### src/rtl/psk16_pkg.sv
// Package: shared constants and small pure functions for the PSK mapper.
// Assumes a fixed circle of sixteen phase points.
package psk16_pkg;
    localparam int PHASES = 16;
    localparam int IDX_W  = $clog2(PHASES);

    localparam logic [2:0] MODE_DQPSK   = 3'b001;
    localparam logic [2:0] MODE_8PSK    = 3'b101;
    localparam logic [2:0] MODE_8PSK_RT = 3'b110;

    // Convert a 3-bit Gray code to its binary position on the circle.
    function automatic logic [2:0] gray3_to_bin(input logic [2:0] g);
        logic [2:0] b;
        b[2] = g[2];
        b[1] = b[2] ^ g[1];
        b[0] = b[1] ^ g[0];
        return b;
    endfunction

    // Phase step for one pi/4-DQPSK dibit, in units of 22.5 degrees.
    function automatic logic [IDX_W-1:0] dqpsk_step(input logic [1:0] d);
        case (d)
            2'b00:   return IDX_W'(2);
            2'b01:   return IDX_W'(6);
            2'b11:   return IDX_W'(10);
            default: return IDX_W'(14);
        endcase
    endfunction
endpackage

### src/rtl/psk16_phase.sv
// Phase tracker: holds the shared phase index and derives the output index
// for the current symbol. Assumes the mode code is stable while sym_valid is high.
module psk16_phase
    import psk16_pkg::*;
(
    input  logic             clk,
    input  logic             rst_n,
    input  logic             ext_en,
    input  logic [2:0]       mode,
    input  logic             sym_valid,
    input  logic [2:0]       sym_bits,
    input  logic             phase_clr,
    output logic             map_en,
    output logic [IDX_W-1:0] out_idx,
    output logic [IDX_W-1:0] phase_q
);
    localparam logic [IDX_W-1:0] ROT_STEP = IDX_W'(3);

    logic [IDX_W-1:0] base;
    logic [IDX_W-1:0] nxt;
    logic [IDX_W-1:0] pt8;

    // Decide whether this mode code is one the mapper serves.
    always_comb begin
        map_en = ext_en && (mode == MODE_DQPSK || mode == MODE_8PSK || mode == MODE_8PSK_RT);
    end

    // Compute next phase and output index for the present symbol.
    always_comb begin
        base    = phase_clr ? '0 : phase_q;
        pt8     = {gray3_to_bin(sym_bits), 1'b0};
        nxt     = base;
        out_idx = base;
        case (mode)
            MODE_DQPSK: begin
                nxt     = base + dqpsk_step(sym_bits[1:0]);
                out_idx = nxt;
            end
            MODE_8PSK: begin
                out_idx = pt8;
            end
            MODE_8PSK_RT: begin
                nxt     = base + ROT_STEP;
                out_idx = nxt + pt8;
            end
            default: begin
                out_idx = base;
            end
        endcase
    end

    // Hold the phase index across symbols; clear or advance on request.
    always_ff @(posedge clk) begin
        if (!rst_n)
            phase_q <= '0;
        else if (sym_valid && map_en)
            phase_q <= nxt;
        else if (phase_clr)
            phase_q <= '0;
    end
endmodule

### src/rtl/psk16_iq.sv
// Quadrant fold: builds I and Q for any of sixteen phases from four stored
// cosine magnitudes. Assumes magnitude k is cos(k*22.5 deg) scaled; results wrap.
module psk16_iq
    import psk16_pkg::*;
#(
    parameter int MAG_W = 16,
    parameter int NMAG  = PHASES / 4
) (
    input  logic [IDX_W-1:0]      idx,
    input  logic [NMAG*MAG_W-1:0] mag_set,
    output logic [MAG_W-1:0]      i_val,
    output logic [MAG_W-1:0]      q_val
);
    localparam int SUB_W = $clog2(NMAG);

    logic [MAG_W-1:0] mag [NMAG];
    logic [SUB_W-1:0] sub;
    logic [1:0]       quad;
    logic [MAG_W-1:0] c_val;
    logic [MAG_W-1:0] s_val;

    // Unpack the magnitude bus into an array.
    for (genvar k = 0; k < NMAG; k++) begin : g_unpack
        assign mag[k] = mag_set[k*MAG_W +: MAG_W];
    end

    // First-quadrant cosine and sine, then rotate into the real quadrant.
    always_comb begin
        sub   = idx[SUB_W-1:0];
        quad  = idx[IDX_W-1 -: 2];
        c_val = mag[sub];
        s_val = (sub == '0) ? '0 : mag[SUB_W'(0) - sub];
        case (quad)
            2'd0:    begin i_val = c_val;  q_val = s_val;  end
            2'd1:    begin i_val = -s_val; q_val = c_val;  end
            2'd2:    begin i_val = -c_val; q_val = -s_val; end
            default: begin i_val = s_val;  q_val = -c_val; end
        endcase
    end
endmodule

### src/rtl/psk16_mapper.sv
// Top: sixteen-phase PSK symbol mapper with registered {I,Q} output and
// bypass when the extension enable is low. Assumes one symbol per strobe.
module psk16_mapper
    import psk16_pkg::*;
#(
    parameter int MAG_W  = 16,
    parameter int NMAG   = PHASES / 4,
    parameter int WORD_W = 2 * MAG_W
) (
    input  logic                  clk,
    input  logic                  rst_n,
    input  logic                  ext_en,
    input  logic [2:0]            mode,
    input  logic                  sym_valid,
    input  logic [2:0]            sym_bits,
    input  logic                  phase_clr,
    input  logic [NMAG*MAG_W-1:0] mag_set,
    input  logic [WORD_W-1:0]     bypass_word,
    output logic [WORD_W-1:0]     out_word,
    output logic                  out_valid
);
    logic             map_en;
    logic [IDX_W-1:0] out_idx;
    logic [IDX_W-1:0] phase_q;
    logic [MAG_W-1:0] i_val;
    logic [MAG_W-1:0] q_val;

    psk16_phase u_phase (
        .clk       (clk),
        .rst_n     (rst_n),
        .ext_en    (ext_en),
        .mode      (mode),
        .sym_valid (sym_valid),
        .sym_bits  (sym_bits),
        .phase_clr (phase_clr),
        .map_en    (map_en),
        .out_idx   (out_idx),
        .phase_q   (phase_q)
    );

    psk16_iq #(.MAG_W(MAG_W), .NMAG(NMAG)) u_iq (
        .idx     (out_idx),
        .mag_set (mag_set),
        .i_val   (i_val),
        .q_val   (q_val)
    );

    // Register the output word and the one-cycle valid strobe.
    always_ff @(posedge clk) begin
        if (!rst_n) begin
            out_word  <= '0;
            out_valid <= 1'b0;
        end else begin
            out_valid <= sym_valid;
            if (sym_valid)
                out_word <= map_en ? {i_val, q_val} : bypass_word;
        end
    end
endmodule

### config.mk
export PLATFORM = sky130hd
export DESIGN_NAME = psk16_mapper
export DESIGN_NICKNAME = d
export VERILOG_FILES = /design/src/rtl/psk16_pkg.sv /design/src/rtl/psk16_phase.sv /design/src/rtl/psk16_iq.sv /design/src/rtl/psk16_mapper.sv
export SDC_FILE = /design/constraint.sdc
export NUM_CORES = 1
export LEC_CHECK = 0
export CAP_MARGIN = 20
export CORE_ASPECT_RATIO = 1.1
export CORE_MARGIN = 2
export CORE_UTILIZATION = 35
export CTS_CLUSTER_DIAMETER = 30
export DETAILED_ROUTE_END_ITERATION = 8
export HOLD_SLACK_MARGIN = 0.02
export PLACE_DENSITY = 0.61
export SYNTH_ARGS = -nofsm -noshare
export SYNTH_HDL_FRONTEND = slang
export SYNTH_HIERARCHICAL = 1
export SYNTH_SLANG_ARGS = --single-unit
export TNS_END_PERCENT = 30
### constraint.sdc
create_clock -name clk -period 6.29 [get_ports clk]
set_clock_uncertainty 0.15 [all_clocks]
set_input_delay 0.629 -clock clk [delete_from_list [all_inputs] [get_ports clk]]
set_output_delay 0.629 -clock clk [all_outputs]
set_load 0.02 [all_outputs]
==> impl_metrics.json <==
{
  "status": "finished clean",
  "rr_startpoint": "u_phase/phase_q[1]",
  "cts_made_buffers": 5,
  "endpoint_kind": "register",
  "clock_path_buffers": 2,
  "cts-htree-levels": 2,
  "ys_ff_latch": 37,
  "cts_sinks": 37,
  "synth-edff-count": 0,
  "rows": 44,
  "synth_fp_nets": 705,
  "worst_ep_required_time_ns": 6.35,
  "die_w_um": 116,
  "synthToLayoutAreaGrowth_pct": 34.0,
  "fill_cells": 1257,
  "drt_wl_total_um": 16300,
  "vias": 5181,
  "fin_tns_setup_ns": 0,
  "rsz0062_at_grt": "false",
  "power.density_mw_per_mm2": 170,
  "cts_resized": 0,
  "fin_area_mm2": 0.00642,
  "layout-drive-gt1-share_pct": 12.7,
  "grt_max_degree": 69,
  "hold_violations": 0,
  "post_cts_buffers": 0,
  "wl_met1_um": 7970,
  "startpoint": "mode[2]",
  "drc": 0,
  "nNetsFinal": 818,
  "routed.top_layer": "met4",
  "multiInputGateArea_mm2": 0.00372,
  "hold_start": "out_word[18]",
  "seqCellArea_um2": 741,
  "post-route-util_pct": 48.4,
  "start_kind": "input pin",
  "yosysUniqueCellTypes": 81,
  "numPortBuffers": 139,
  "fp.dieH_um": 127,
  "synth_commonest_cells": "o21ai_0 (61), nand2_1 (56), a21oi_1 (55), nor2_1 (55), dfxtp_1 (37)",
  "peakVddDrop_uv": 87.6,
  "drv_slew": 0,
  "insertion_delay_ns": 0.28,
  "dp_hpwl_um": 12600,
  "ys.flop_type": "dfxtp_1",
  "gp_congestion": 0.894,
  "dieArea_mm2": 0.0146,
  "setup_ws_ns": 0.931,
  "wl_per_cell_um": 18.4,
  "synthCells": 589,
  "setup_violations": 0,
  "start_util_pct": 36.1,
  "dr_wl_met2_um": 6960,
  "maxCapViolCount": 0,
  "rr_worst_depth": 18,
  "diodes": 0,
  "via_per_inst": 5.84,
  "leakagePower_uw": 0.00223,
  "antenna_found_initial": 0,
  "yosysWarnings": 6,
  "cts_root_buffer": "clkbuf_16",
  "dr.first_iter.drc_count": 571,
  "max_freq_ghz": 0.187,
  "cts_tree": "built",
  "async_reset_ff_share_pct": 0,
  "yosysTopAreaCell": "mux4_2",
  "grt_usage_pct": 22.4,
  "grt_pass1_wl_um": 26200,
  "syn_avg_cell_area_um2": 8.13,
  "gr-total-overflow": 0,
  "seq_area_frac_synth_pct": 15.5,
  "slew_headroom_pct": 30.9,
  "num_io_pins": 140,
  "synth.area.top_cells": "mux4_2 (17%), dfxtp_1 (15%), mux2i_1 (7.5%), o21ai_0 (6.4%), a21oi_1 (5.8%)",
  "path_clk_slew_ns": 0.05,
  "ant_nets": 0,
  "grt_pass1_vias": 4976,
  "preCtsSetupSlack_ns": 0.646,
  "hold_buffers": 0,
  "placed_area_mm2": 0.00623,
  "path_max_fanout": 32,
  "timing_worst_slew_pin_value_ns": 1.04,
  "worstSetupPathType": "input pin to register",
  "power_uw": 1090,
  "min_path_cells": 2,
  "worstHoldPathType": "register to register",
  "synth_area_mm2": 0.00479,
  "arrival_ns": 5.42,
  "synth_top_area_share_pct": 16.9,
  "core_mm2": 0.0133,
  "yosysMostFrequentCell": "o21ai_0",
  "holdPathEnd": "out_word[18]",
  "dr.pass1.iters": 5,
  "min_period_over_period_pct": 85.2,
  "fin_crit_ns": 5.36,
  "rr_endpoint": "out_word[29]",
  "rrSetupSlack_ns": 1.44,
  "met3_length_um": 1230
}
## state kept, by name, indices dropped and copies added, names as in the netlist
register,count
out_valid,1
out_word,32
u_phase/phase_q,4
## how the worst max path moves through the flow
stage | end | cells after the start
final | out_word[15] | 14
after CTS | out_word[29] | 17
after floorplan | out_word[26] | 23
after detailed placement | out_word[15] | 14
after global placement | out_word[15] | 14
after global routing | out_word[29] | 19
## layout by cell type (no fill, tap or decap), types with 6 or more instances in the layout
cell type | synthesis | final
buf_4 | 4 | 11
o21ai_0 | 61 | 59
ha_1 | 8 | 8
nor2_1 | 55 | 55
a21oi_1 | 55 | 54
a211oi_1 | 11 | 11
o221ai_1 | 6 | 6
and2_1 | 7 | 6
nand3_1 | 14 | 14
a31oi_1 | 6 | 6
inv_1 | 16 | 16
o21a_1 | 6 | 6
clkdlybuf4s50_1 | 0 | 138
nand2_1 | 56 | 56
dfxtp_1 | 37 | 37
xnor2_1 | 8 | 8
mux4_2 | 36 | 36
o22ai_1 | 9 | 9
nor3_1 | 9 | 9
mux2i_1 | 36 | 36
or3_1 | 7 | 7
## critical path, cell delays in order
cell             delay (ns)
clkdlybuf4s50_1        0.67
inv_1                  0.20
nor2_1                 0.19
mux2_2                 0.17
nand2_1                0.08
o21ai_4                0.09
buf_4                  0.49
mux4_2                 0.71
or4_4                  0.59
or3_4                  0.44
o41a_1                 0.46
a221oi_2               0.40
mux2i_1                0.13
a21oi_1                0.17
## through the flow
| step | hold WS [ns] | instances |
|---|---|---|
| after floorplan | 0.441 | 589 |
| after global routing | 0.400 | 887 |
| after detailed placement | 0.365 | 877 |
| final | 0.372 | 887 |
| after CTS | 0.379 | 885 |
| after global placement | 0.360 | 877 |
## area by class of cell
cell class	count	share of cell area (%)
Clock buffer	6	2.01
Multi-Input combinational cell	488	58.0
Timing Repair Buffer	152	23.6
Inverter	18	1.05
Clock inverter	2	0.156
Sequential cell	37	11.5
Tap cell	184	3.59
## where the power goes
part | total, uW | switching (uW) | internal [uW]
Sequential | 261 | 8.75 | 252
Clock | 239 | 93.3 | 145
Combinational | 593 | 327 | 266
## metal layers
metal	global-route usage, %	up-vias
li1	-	2478
met1	35.4	2453
met2	32.4	237
met3	2.15	13
met4	5.17	0
met5	0	-
## cells by family after synthesis
kind of cell    Yosys count  share of synthesized area, %
buf+inv                  64                          7.34
mux                      75                          25.2
xor+xnor                 14                          2.72
fa+ha+maj                 9                          2.51
compound gates          204                          27.3
flops                    37                          15.5
simple gates            186                          19.5
No activity file was read; power rests on OpenSTA's default activity.
